`src/rtl/tally_pkg.sv`:
```
package tally_pkg;

  // Strobes from the control module to the datapath, one cycle each.
  typedef struct packed {
    logic incStep;
    logic decStep;
    logic clrStep;
    logic loadCur;
    logic loadPre;
    logic ack;
  } step_t;

  // How the tally last arrived at zero.
  typedef enum logic [1:0] {
    ENTRY_NONE = 2'd0,
    ENTRY_UP   = 2'd1,
    ENTRY_DOWN = 2'd2
  } zeroEntry_t;

endpackage

```
`src/rtl/tally_ctrl.sv`:
```
module tally_ctrl
  import tally_pkg::*;
#(
  parameter int SYNC_STAGES = 2
) (
  input  logic  clk,
  input  logic  rstN,
  input  logic  incIn,
  input  logic  decIn,
  input  logic  clrIn,
  input  logic  loadCurStb,
  input  logic  loadPreStb,
  input  logic  borrowAck,
  output step_t cmd
);

  localparam int CHANNELS = 3;
  localparam int CH_INC = 0;
  localparam int CH_DEC = 1;
  localparam int CH_CLR = 2;

  logic [CHANNELS-1:0] rawLine;
  logic [CHANNELS-1:0] syncLevel;
  logic [CHANNELS-1:0] prevLevel;
  logic [CHANNELS-1:0] riseEdge;

  assign rawLine = {clrIn, decIn, incIn};

  // One synchroniser chain per field line
  for (genvar ch = 0; ch < CHANNELS; ch++) begin : gSync
    logic [SYNC_STAGES-1:0] pipe;
    always_ff @(posedge clk or negedge rstN) begin
      if (!rstN) pipe <= '0;
      else       pipe <= {pipe[SYNC_STAGES-2:0], rawLine[ch]};
    end
    assign syncLevel[ch] = pipe[SYNC_STAGES-1];
  end

  always_ff @(posedge clk or negedge rstN) begin
    if (!rstN) prevLevel <= '0;
    else       prevLevel <= syncLevel;
  end

  assign riseEdge = syncLevel & ~prevLevel;

  // A host tally load masks every field action in its cycle.
  always_comb begin
    cmd.loadCur = loadCurStb;
    cmd.loadPre = loadPreStb;
    cmd.ack     = borrowAck;
    cmd.clrStep = riseEdge[CH_CLR] & ~loadCurStb;
    cmd.incStep = riseEdge[CH_INC] & ~syncLevel[CH_DEC] & ~syncLevel[CH_CLR]
                  & ~loadCurStb;
    cmd.decStep = riseEdge[CH_DEC] & ~syncLevel[CH_INC] & ~syncLevel[CH_CLR]
                  & ~loadCurStb;
  end

endmodule

```
`src/rtl/tally_datapath.sv`:
```
module tally_datapath
  import tally_pkg::*;
#(
  parameter int DIGITS = 4
) (
  input  logic                clk,
  input  logic                rstN,
  input  step_t               cmd,
  input  logic [4*DIGITS-1:0] loadValue,
  output logic [4*DIGITS-1:0] curValue,
  output logic [4*DIGITS-1:0] presetValue,
  output logic                gtFlag,
  output logic                eqFlag,
  output logic                ltFlag,
  output logic                carryFlag
);

  localparam int W = 4 * DIGITS;

  function automatic logic bcdOk(input logic [W-1:0] v);
    for (int i = 0; i < DIGITS; i++) begin
      if (v[4*i +: 4] > 4'd9) return 1'b0;
    end
    return 1'b1;
  endfunction

  logic [W-1:0]    upValue;
  logic [W-1:0]    downValue;
  logic [DIGITS:0] upCarry;
  logic [DIGITS:0] downBorrow;
  logic            loadOk;
  logic            presetOk;
  logic            curIsZero;
  logic            upWraps;
  logic            downReachesZero;
  logic            setCarry;
  zeroEntry_t      entry;

  assign upCarry[0]    = 1'b1;
  assign downBorrow[0] = 1'b1;

  // Decimal increment and decrement, one digit slice per stage
  for (genvar g = 0; g < DIGITS; g++) begin : gDigit
    logic [3:0] digit;
    assign digit = curValue[4*g +: 4];
    assign upValue[4*g +: 4]   = !upCarry[g] ? digit :
                                 (digit == 4'd9) ? 4'd0 : digit + 4'd1;
    assign downValue[4*g +: 4] = !downBorrow[g] ? digit :
                                 (digit == 4'd0) ? 4'd9 : digit - 4'd1;
    assign upCarry[g+1]    = upCarry[g] & (digit == 4'd9);
    assign downBorrow[g+1] = downBorrow[g] & (digit == 4'd0);
  end

  assign upWraps         = upCarry[DIGITS];
  assign curIsZero       = downBorrow[DIGITS];
  assign downReachesZero = (downValue == '0);
  assign loadOk          = bcdOk(loadValue);
  assign presetOk        = loadOk;

  assign setCarry = (cmd.incStep && curIsZero && entry == ENTRY_UP) ||
                    (cmd.decStep && curIsZero && entry == ENTRY_DOWN);

  always_ff @(posedge clk or negedge rstN) begin
    if (!rstN) begin
      curValue <= '0;
      entry    <= ENTRY_NONE;
    end else if (cmd.loadCur) begin
      if (loadOk) begin
        curValue <= loadValue;
        entry    <= ENTRY_NONE;
      end
    end else if (cmd.clrStep) begin
      curValue <= '0;
      entry    <= ENTRY_NONE;
    end else if (cmd.incStep) begin
      curValue <= upValue;
      entry    <= upWraps ? ENTRY_UP : ENTRY_NONE;
    end else if (cmd.decStep) begin
      curValue <= downValue;
      entry    <= downReachesZero ? ENTRY_DOWN : ENTRY_NONE;
    end
  end

  always_ff @(posedge clk or negedge rstN) begin
    if (!rstN)                      presetValue <= '0;
    else if (cmd.loadPre && presetOk) presetValue <= loadValue;
  end

  always_ff @(posedge clk or negedge rstN) begin
    if (!rstN)         carryFlag <= 1'b0;
    else if (setCarry) carryFlag <= 1'b1;
    else if (cmd.ack)  carryFlag <= 1'b0;
  end

  // Valid packed BCD orders the same way as the unsigned number.
  always_comb begin
    gtFlag = curValue > presetValue;
    ltFlag = curValue < presetValue;
    eqFlag = !gtFlag && !ltFlag;
  end

endmodule

```
`src/rtl/bcd_tally.sv`:
```
module bcd_tally
  import tally_pkg::*;
#(
  parameter int DIGITS      = 4,
  parameter int SYNC_STAGES = 2
) (
  input  logic                clk,
  input  logic                rstN,
  input  logic                incIn,
  input  logic                decIn,
  input  logic                clrIn,
  input  logic                loadCurStb,
  input  logic                loadPreStb,
  input  logic [4*DIGITS-1:0] loadValue,
  input  logic                borrowAck,
  output logic [4*DIGITS-1:0] curValue,
  output logic [4*DIGITS-1:0] presetValue,
  output logic                gtFlag,
  output logic                eqFlag,
  output logic                ltFlag,
  output logic                carryFlag
);

  step_t cmd;

  tally_ctrl #(.SYNC_STAGES(SYNC_STAGES)) u_ctrl (
    .clk        (clk),
    .rstN       (rstN),
    .incIn      (incIn),
    .decIn      (decIn),
    .clrIn      (clrIn),
    .loadCurStb (loadCurStb),
    .loadPreStb (loadPreStb),
    .borrowAck  (borrowAck),
    .cmd        (cmd)
  );

  tally_datapath #(.DIGITS(DIGITS)) u_dp (
    .clk         (clk),
    .rstN        (rstN),
    .cmd         (cmd),
    .loadValue   (loadValue),
    .curValue    (curValue),
    .presetValue (presetValue),
    .gtFlag      (gtFlag),
    .eqFlag      (eqFlag),
    .ltFlag      (ltFlag),
    .carryFlag   (carryFlag)
  );

endmodule

```
`config.mk`:
```
export PLATFORM = sky130hd
export DESIGN_NAME = bcd_tally
export DESIGN_NICKNAME = d
export VERILOG_FILES = /design/src/rtl/tally_pkg.sv /design/src/rtl/tally_ctrl.sv /design/src/rtl/tally_datapath.sv /design/src/rtl/bcd_tally.sv
export SDC_FILE = /design/constraint.sdc
export NUM_CORES = 1
export LEC_CHECK = 0
export ABC_AREA = 1
export CAP_MARGIN = 25
export CORE_AREA = 2 2 125 78
export CTS_CLUSTER_SIZE = 24
export DETAILED_ROUTE_END_ITERATION = 10
export DIE_AREA = 0 0 127 80
export PLACE_DENSITY = 0.55
export SLEW_MARGIN = 10
export SYNTH_ARGS = -nofsm -noshare
export SYNTH_HDL_FRONTEND = slang
export SYNTH_HIERARCHICAL = 1
export SYNTH_SLANG_ARGS = --single-unit
```
`constraint.sdc`:
```
create_clock -name clk -period 2.2 [get_ports clk]
set_clock_uncertainty 0.1 [all_clocks]
set_input_delay 0.66 -clock clk [delete_from_list [all_inputs] [get_ports clk]]
set_output_delay 0.66 -clock clk [all_outputs]
set_load 0.03 [all_outputs]
```
### Word level (Yosys, flattened, before mapping)

Cells that the tools add are included.

* latch bits: 0
* memory bits (writable): 0
* memories: 0
* bits in read-only memories: 0
* word-level logic and storage cells: 122
* flip-flop bits (word level): 44

* bitwise logic cells: 19
* muxes and demuxes: 48
* equality and inequality tests: 10
* add/sub/neg operators: 8
* div/mod/pow operators: 0
* reductions and logical operators: 20
* shifts and indexed selects: 0
* magnitude comparators: 6
* multiply operators: 0

Operator list (count)
* $mux W16: 5
* $mux W4: 14
* $mux W1: 23
* $add A4 B1 Y4 const B: 4
* $eq A4 B4 Y1 const B: 4
* $gt A16 B16 Y1: 1
* $gt A4 B4 Y1 const B: 4
* $logic_not A16 Y1: 1
* $logic_not A4 Y1: 4
* $lt A16 B16 Y1: 1
* $sub A4 B1 Y4 const B: 4
* $and A1 B1 Y1: 13
* $mux W2: 6
* $ne A4 B4 Y1 const B: 3
* $reduce_and A3 Y1: 3
* $logic_and A1 B1 Y1: 6
* $not A1 Y1: 4
* $reduce_bool A4 Y1: 1
* $and A3 B3 Y3: 1
* $not A3 Y3: 1
* $eq A2 B1 Y1 const B: 1
* $eq A2 B2 Y1 const B: 1
* $logic_not A1 Y1: 2
* $ne A2 B1 Y1 const B: 1
* 3 further kinds: 3

### Logic depth before layout (Yosys ltp)

Gate-level depths: netlist of run 1.

* depth in word-level cells: 11
* depth in mapped cells: 12
* depth with buffers taken out: 12

### Cells and area by module

Netlist of run 1, hierarchy kept.

Modules (own cells, without submodules)
* tally_datapath: area each 2796.4 µm², instances 1, cells each 410, sequential area each 875.8 µm²
* tally_ctrl: area each 294.0 µm², instances 1, cells each 22, sequential area each 225.2 µm²

### Worst setup path before layout of run 1

Ideal clock, no wire load.

* path kind: reg-to-output
* start point: reg u_dp.curValue[3]
* end point: out eqFlag
* cell stages (with the launch flop): 8
* arrival: 2171 ps
* slack: -731 ps
* path buffers: 0
* cells stage by stage: dfrtp_1 ha_1 a21oi_1 o21ai_0 nand2_1 o211ai_1 a21oi_1 nor2_1

* cells in the longest elaborated chain, start to end: 3
* elaborated cells between the ends (all ways): 5
* those cells by class: order compare (2); reduce/logical (3)

Ends and longest elaborated chain
* start: declaration: RTL line tally_datapath.sv:10 `output logic [4*DIGITS-1:0] curValue,`
* start signal: assignment: RTL line tally_datapath.sv:69 `curValue <= loadValue;`
* start signal: assignment: RTL line tally_datapath.sv:76 `curValue <= upValue;`
* start signal: assignment: RTL line tally_datapath.sv:79 `curValue <= downValue;`
* $lt A16 B16 Y1: RTL line tally_datapath.sv:98 `ltFlag = curValue < presetValue;`
* named net ltFlag: RTL line bcd_tally.sv:20 `output logic ltFlag,`
* $logic_not A1 Y1: RTL line tally_datapath.sv:99 `eqFlag = !gtFlag && !ltFlag;`
* $logic_and A1 B1 Y1: RTL line tally_datapath.sv:99
* end: declaration: RTL line bcd_tally.sv:19 `output logic eqFlag,`

The timed path passes the listed nets, and every way through them passes these cells.

### Worst setup path in the final report of run 1

* start point: reg u_dp.presetValue[1]
* end point: out gtFlag

* cells in the longest elaborated chain, start to end: 1

Ends and longest elaborated chain
* start: declaration: RTL line tally_datapath.sv:11 `output logic [4*DIGITS-1:0] presetValue,`
* start signal: assignment: RTL line tally_datapath.sv:86 `else if (cmd.loadPre && presetOk) presetValue <= loadValue;`
* $gt A16 B16 Y1: RTL line tally_datapath.sv:97 `gtFlag = curValue > presetValue;`
* end: declaration: RTL line bcd_tally.sv:18 `output logic gtFlag,`

Every way passes these cells.

==> metrics, run 1 <==
Die Height=80 um; Power Total=3930 uW; final period demand of the worst path=2.69 ns; # hold bufs at CTS=0; fraction of layout cells with a size suffix above 1=0.277; Worst setup EP type=primary output; Skew-Pair Late Insertion Delay=0.29 ns; Detailed Route WL=9960 um; fin worst setup slack=-0.495 ns; PortBufs=59; DR iter-0 viols=260; syn nets=476; Fmax=0.371 GHz; die area=10200 um^2; most common library cells after synthesis=nand2_1 (121), inv_1 (59), dfrtp_1 (44), nor2_1 (44), a21oi_1 (26); area fraction of the dominant cell type after synthesis=0.356; DRC viols=0; Max Cap Viol=0; CP Cell Sequence=inv_2, ha_4, inv_2, nor2_2, nor2_2, o21ai_2, nand2_1, o211ai_1, a21oi_4, nor2_4, buf_6; total track usage=0.207; worst vdd ir=361 uV; Top Layer Used=met4; CP startpoint=u_dp/presetValue[1]$_DFFE_PN0P_; status=finished, violations left; worst r2r src=u_dp/curValue[1]$_DFFE_PN0P_; Sink Count=44; M1 WL=5450 um; metal3 WL=675 um; largest net degree at the start of global routing=23; pwr dens=856 nW/um^2; Detail Route Antenna Nets=0; prevailing post-synth register cell=dfrtp_1; synthesized instance count=432; Post-DP HPWL=7940 um; Inserted Clock Buffers=5; Layout Nets=599; Seq/Total Area, Yosys=0.356; Vias=3224; TritonCTS clock tree=done; Yosys cell types=39; most frequent cell after synthesis=nand2_1; Synth Area per Inst=7.15 um^2; Max Slew Vio Count=0; slowest stage cell, crit path=dfrtp_2; via/cell ratio=4.80; first-pass GRT wire length=16400 um; Worst-path clk slew=0.07 ns; critical path startpoint category=register; worst slew margin relative to its limit=0.672; Synth Register Bits=44; Critical Path Max Stage Delay=0.40 ns; Starting Density=0.344; post-synthesis async set-or-reset flop share=1.00; Hold Path Class=in2async; failing checks=setup timing; TNS Setup=-1.48 ns; Synth warnings=6; final hold violations=0; flop2flop setup slack=0.16 ns; Clock Tree Buf Depth=2; routed len/inst=14.8 um; Layout area overhead=48.7%; root buffer cell=clkbuf_16; wire length on met2=3810 um; required time worst endpoint=1.44 ns; Yosys top cell by area=dfrtp_1; crit-path max FO=3; total grt overflow=0; vias in the first global route=3140; Critical Path AT=1.93 ns; # IOs=60; top post-synthesis cells by area=dfrtp_1 (36%), nand2_1 (15%), ha_1 (8.1%); initial antenna violation count=0; unrepaired setup endpoints after global routing=yes; Worst Max-Slew Pin Slew=0.491 ns; critical path type=reg2out; Post-synth EDFFs=0; H-Tree Depth=2; Worst Reg2Reg Path Length in Cells=12; Final setup violation count=3; Final Cycle Share=1.22; std cell rows=27; Post-Syn Area=3090 um^2; core footprint=8990 um^2; reg2reg end=u_dp/entry[1]$_DFFE_PN0P_; P_leak=0.00240 uW; GPL Wtd Cong=0.924; drt first pass iters=5; Die W=127 um; diode count=0
## routing by layer
layer	up-vias	track usage
met1	1461	0.325
met5	-	0
li1	1653	-
met4	0	0.0275
met2	108	0.290
met3	2	0.0462
## how the worst max path moves through the flow
stage / to / depth (start not counted) / slack [ns]
2_1_floorplan: eqFlag / 7 / -0.17
3_3_place_gp: u_dp/curValue[7]$_DFFE_PN0P_ / 12 / -0.42
3_5_place_dp: u_dp/curValue[14]$_DFFE_PN0P_ / 10 / -0.43
4_1_cts: eqFlag / 11 / -0.53
5_1_grt: gtFlag / 11 / -0.60
6_report: gtFlag / 11 / -0.49
## flip-flops by register name (all words and copies together), names as in the netlist
name               cells
u_dp/curValue         16
u_ctrl/gSync.pipe      6
u_dp/presetValue      16
u_ctrl/prevLevel       3
u_dp/entry             2
u_dp/carryFlag         1
## metrics by stage
step	setup WS [ns]	cell area (um^2)	hold WS, ns	std cells	util
3_3_place_gp	-0.419	4360	0.235	661	0.485
3_5_place_dp	-0.426	4360	0.236	661	0.485
6_report	-0.495	4600	0.231	672	0.511
4_1_cts	-0.526	4530	0.245	670	0.504
5_1_grt	-0.601	4600	0.258	672	0.511
2_1_floorplan	-0.172	3190	0.231	432	-
## placed cells by master (no fill, tap or decap), types with 2 or more instances in the layout
cell type / netlist / layout
nand2_1: 121 / 120
buf_4: 3 / 64
inv_1: 59 / 51
nor2_1: 44 / 37
clkdlybuf4s50_1: 0 / 30
a21oi_1: 26 / 24
dfrtp_2: 0 / 24
o21ai_0: 25 / 21
dfrtp_1: 44 / 20
nand3_1: 19 / 18
dlygate4sd2_1: 0 / 16
ha_1: 20 / 16
nor2_4: 7 / 10
o21ai_1: 9 / 10
inv_2: 2 / 9
dlymetal6s2s_1: 0 / 7
nand4_1: 7 / 7
o21ai_2: 3 / 6
clkbuf_16: 0 / 5
nor2_2: 1 / 5
buf_6: 0 / 4
nor3_1: 4 / 4
nand2_4: 2 / 4
nand2_2: 4 / 3
o22ai_1: 3 / 3
ha_4: 0 / 3
clkbuf_1: 3 / 2
o211ai_1: 2 / 2
inv_4: 1 / 2
nor4_1: 2 / 2
o221ai_1: 2 / 2
a31oi_1: 2 / 2
o32ai_1: 2 / 2
buf_12: 0 / 2
## critical path, delay by kind of cell (launching register included)
family	cells	cell delay [ns]
AO/OA/AOI/OAI	3	0.51
flip-flops	1	0.40
AND/OR/NAND/NOR	4	0.28
buffers and inverters	3	0.25
adder cells (fa/ha/maj)	1	0.20
## area by class of cell
type	count	area (um^2)
clock buffers	8	146
flip-flops and latches	44	1130
inverters	62	238
well taps	116	145
multi-input cells	317	1830
fillers	854	4390
repair buffers	125	1110
## power by group
part | switching (uW) | internal, uW
clock network | 310 | 454
logic | 1270 | 847
registers | 88.2 | 969
## kinds of logic after synthesis
kind of cell | Yosys count | synth area share
fa+ha+maj | 20 | 0.0810
simple gates | 216 | 0.315
compound gates | 78 | 0.147
xor+xnor | 2 | 0.00567
buf+inv | 71 | 0.0919
flops | 44 | 0.356
mux | 1 | 0.00364
## repair_timing
action	4_1_cts	5_1_grt
setup endpoints to repair	49	32
pin swaps	8	13
cloned	0	0
setup buffers	1	2
gates resized for setup	32	22
No activity file was read; power rests on OpenSTA's default activity.
==> run 2, diff against run 1 <==
--- a/config.mk
+++ b/config.mk
@@ -12,6 +12,7 @@
 export DETAILED_ROUTE_END_ITERATION = 10
 export DIE_AREA = 0 0 127 80
 export PLACE_DENSITY = 0.55
+export SETUP_SLACK_MARGIN = 0.2
 export SLEW_MARGIN = 10
 export SYNTH_ARGS = -nofsm -noshare
 export SYNTH_HDL_FRONTEND = slang
==> run 2 against run 1 <==
  * The flow still finishes with violations (setup timing)
  * First-iteration DRC count fell by 14%
  * Critical path depth fell by 1
  * Worst setup slack got worse by 0.0085 ns
  * Maximum frequency fell by 0.32%
  * Routed wire length fell by 3.4%
  * Combinational power barely moved
  * Final cell count fell by 0.74%
  * Final area fell by 0.14%
  * Sequential share of layout area barely moved
  * Sequential cell count did not move
  * Critical endpoint unchanged
==> metrics, run 2 (synthesized netlist as in run 1, its figures left out) <==
Skew-Pair Late Insertion Delay=0.30 ns; Detailed Route WL=9620 um; Fmax=0.370 GHz; pwr dens=855 nW/um^2; worst slew margin relative to its limit=0.718; Max Slew Vio Count=0; commonest non-fill, non-tap cell in the layout=nand2_1; Post-DP HPWL=7710 um; fill count=887; DR iter-0 viols=223; DP Area=4330 um^2; DRC viols=0; CP startpoint=u_dp/curValue[1]$_DFFE_PN0P_; Clock power frac=0.197; Final Cycle Share=1.23; largest net degree at the start of global routing=28; # IOs=60; Sink Count=44; Logic pwr share=0.534; diode count=0; critical path startpoint category=register; Layout Nets=594; Largest regs=u_dp/curValue x16, u_dp/presetValue x16, u_ctrl/gSync.pipe x6; Seq pwr share=0.269; Final setup violation count=3; unrepaired setup endpoints after global routing=yes; critical path type=reg2out; Power Total=3920 uW; required time worst endpoint=1.44 ns; core footprint=8990 um^2; initial antenna violation count=0; std cell rows=27; Cells after DPL=657; reg2reg end=u_dp/entry[1]$_DFFE_PN0P_; P_leak=0.00234 uW; vias in the first global route=3087; worst vdd ir=363 uV; flop2flop setup slack=0.25 ns; final period demand of the worst path=2.70 ns; TritonCTS clock tree=done; Place WS=-0.413 ns; # hold bufs at CTS=0; final hold violations=0; Worst Max-Slew Pin Slew=0.422 ns; internal power=2230 uW; Die Height=80 um; total track usage=0.205; Max Cap Viol=0; worst r2r src=u_dp/curValue[1]$_DFFE_PN0P_; Worst Reg2Reg Path Length in Cells=13; Hold Path Class=in2async; Die W=127 um; Critical Path AT=1.94 ns; status=finished, violations left; Vias=3264; crit-path max FO=3; Detail Route Antenna Nets=0; Layout area overhead=48.5%; Worst setup EP type=primary output; total grt overflow=0; failing checks=setup timing; routed len/inst=14.4 um; WHS=0.156 ns; first-pass GRT wire length=16100 um; die area=10200 um^2; drt first pass iters=5; PortBufs=59; Net Sw Power=1690 uW; Worst-path clk slew=0.06 ns; root buffer cell=clkbuf_16; fin area=4590 um^2; Layout Cells excl Fill=667; Inserted Clock Buffers=5; fin worst setup slack=-0.503 ns; most frequent cells in the layout=nand2_1 (117), buf_4 (56), inv_1 (50), nor2_1 (33), dlygate4sd2_1 (29); GPL Wtd Cong=0.944; Clock Tree Buf Depth=2; Starting Density=0.344; via/cell ratio=4.89; H-Tree Depth=2; fraction of layout cells with a size suffix above 1=0.301; Sw Ratio=0.431
## run 2: metrics by stage
step	setup TNS, ns	utilization
2_1_floorplan	-0.391	-
3_3_place_gp	-8.16	0.481
3_5_place_dp	-9.85	0.481
4_1_cts	-1.45	0.502
5_1_grt	-1.64	0.511
6_report	-1.47	0.511
## run 2: cell type report
class                   instances  area, um^2  area share
flip-flops and latches         44        1130       0.246
repair buffers                120        1020       0.223
clock buffers                   8         146      0.0319
well taps                     116         145      0.0316
inverters                      62         238      0.0518
multi-input cells             317        1910       0.415
## run 2: how the worst max path moves through the flow
stage,end,slack (ns),cells past startpoint
finish,gtFlag,-0.50,10
floorplan,eqFlag,-0.17,7
global placement,u_dp/curValue[7]$_DFFE_PN0P_,-0.33,12
detailed placement,u_dp/curValue[14]$_DFFE_PN0P_,-0.41,9
global route,gtFlag,-0.56,10
CTS,ltFlag,-0.49,9
## run 2: critical path, stage by stage (launching register included)
cell and delay [ns]:
dfrtp_2 0.42, ha_4 0.25, inv_2 0.05, nor2_2 0.03, nor2_2 0.15, o21ai_2 0.07
nand2_1 0.07, o211ai_1 0.13, a21oi_4 0.27, nor2_4 0.06, buf_6 0.14
## run 2: power groups by stage
stage | Clock, uW | Sequential [uW] | Combinational [uW]
floorplan | 0 | 1410 | 858
global placement | 0 | 1070 | 2050
detailed placement | 0 | 1070 | 2060
CTS | 800 | 1060 | 2010
global route | 827 | 1080 | 2300
finish | 773 | 1060 | 2100
## run 2: timing repair
action | 4_1_cts | 5_1_grt
gates resized for setup | 80 | 35
pin swaps | 13 | 14
setup buffers | 0 | 2
endpoints found under the setup margin | 70 | 42
endpoints found under the hold margin | 0 | 0
## run 2: per-layer routing
| metal | track usage | wire length, um |
|---|---|---|
| met1 | 0.316 | 5130 |
| met3 | 0.0442 | 696 |
| met5 | 0 | 0 |
| met4 | 0.0560 | 133 |
| met2 | 0.284 | 3660 |
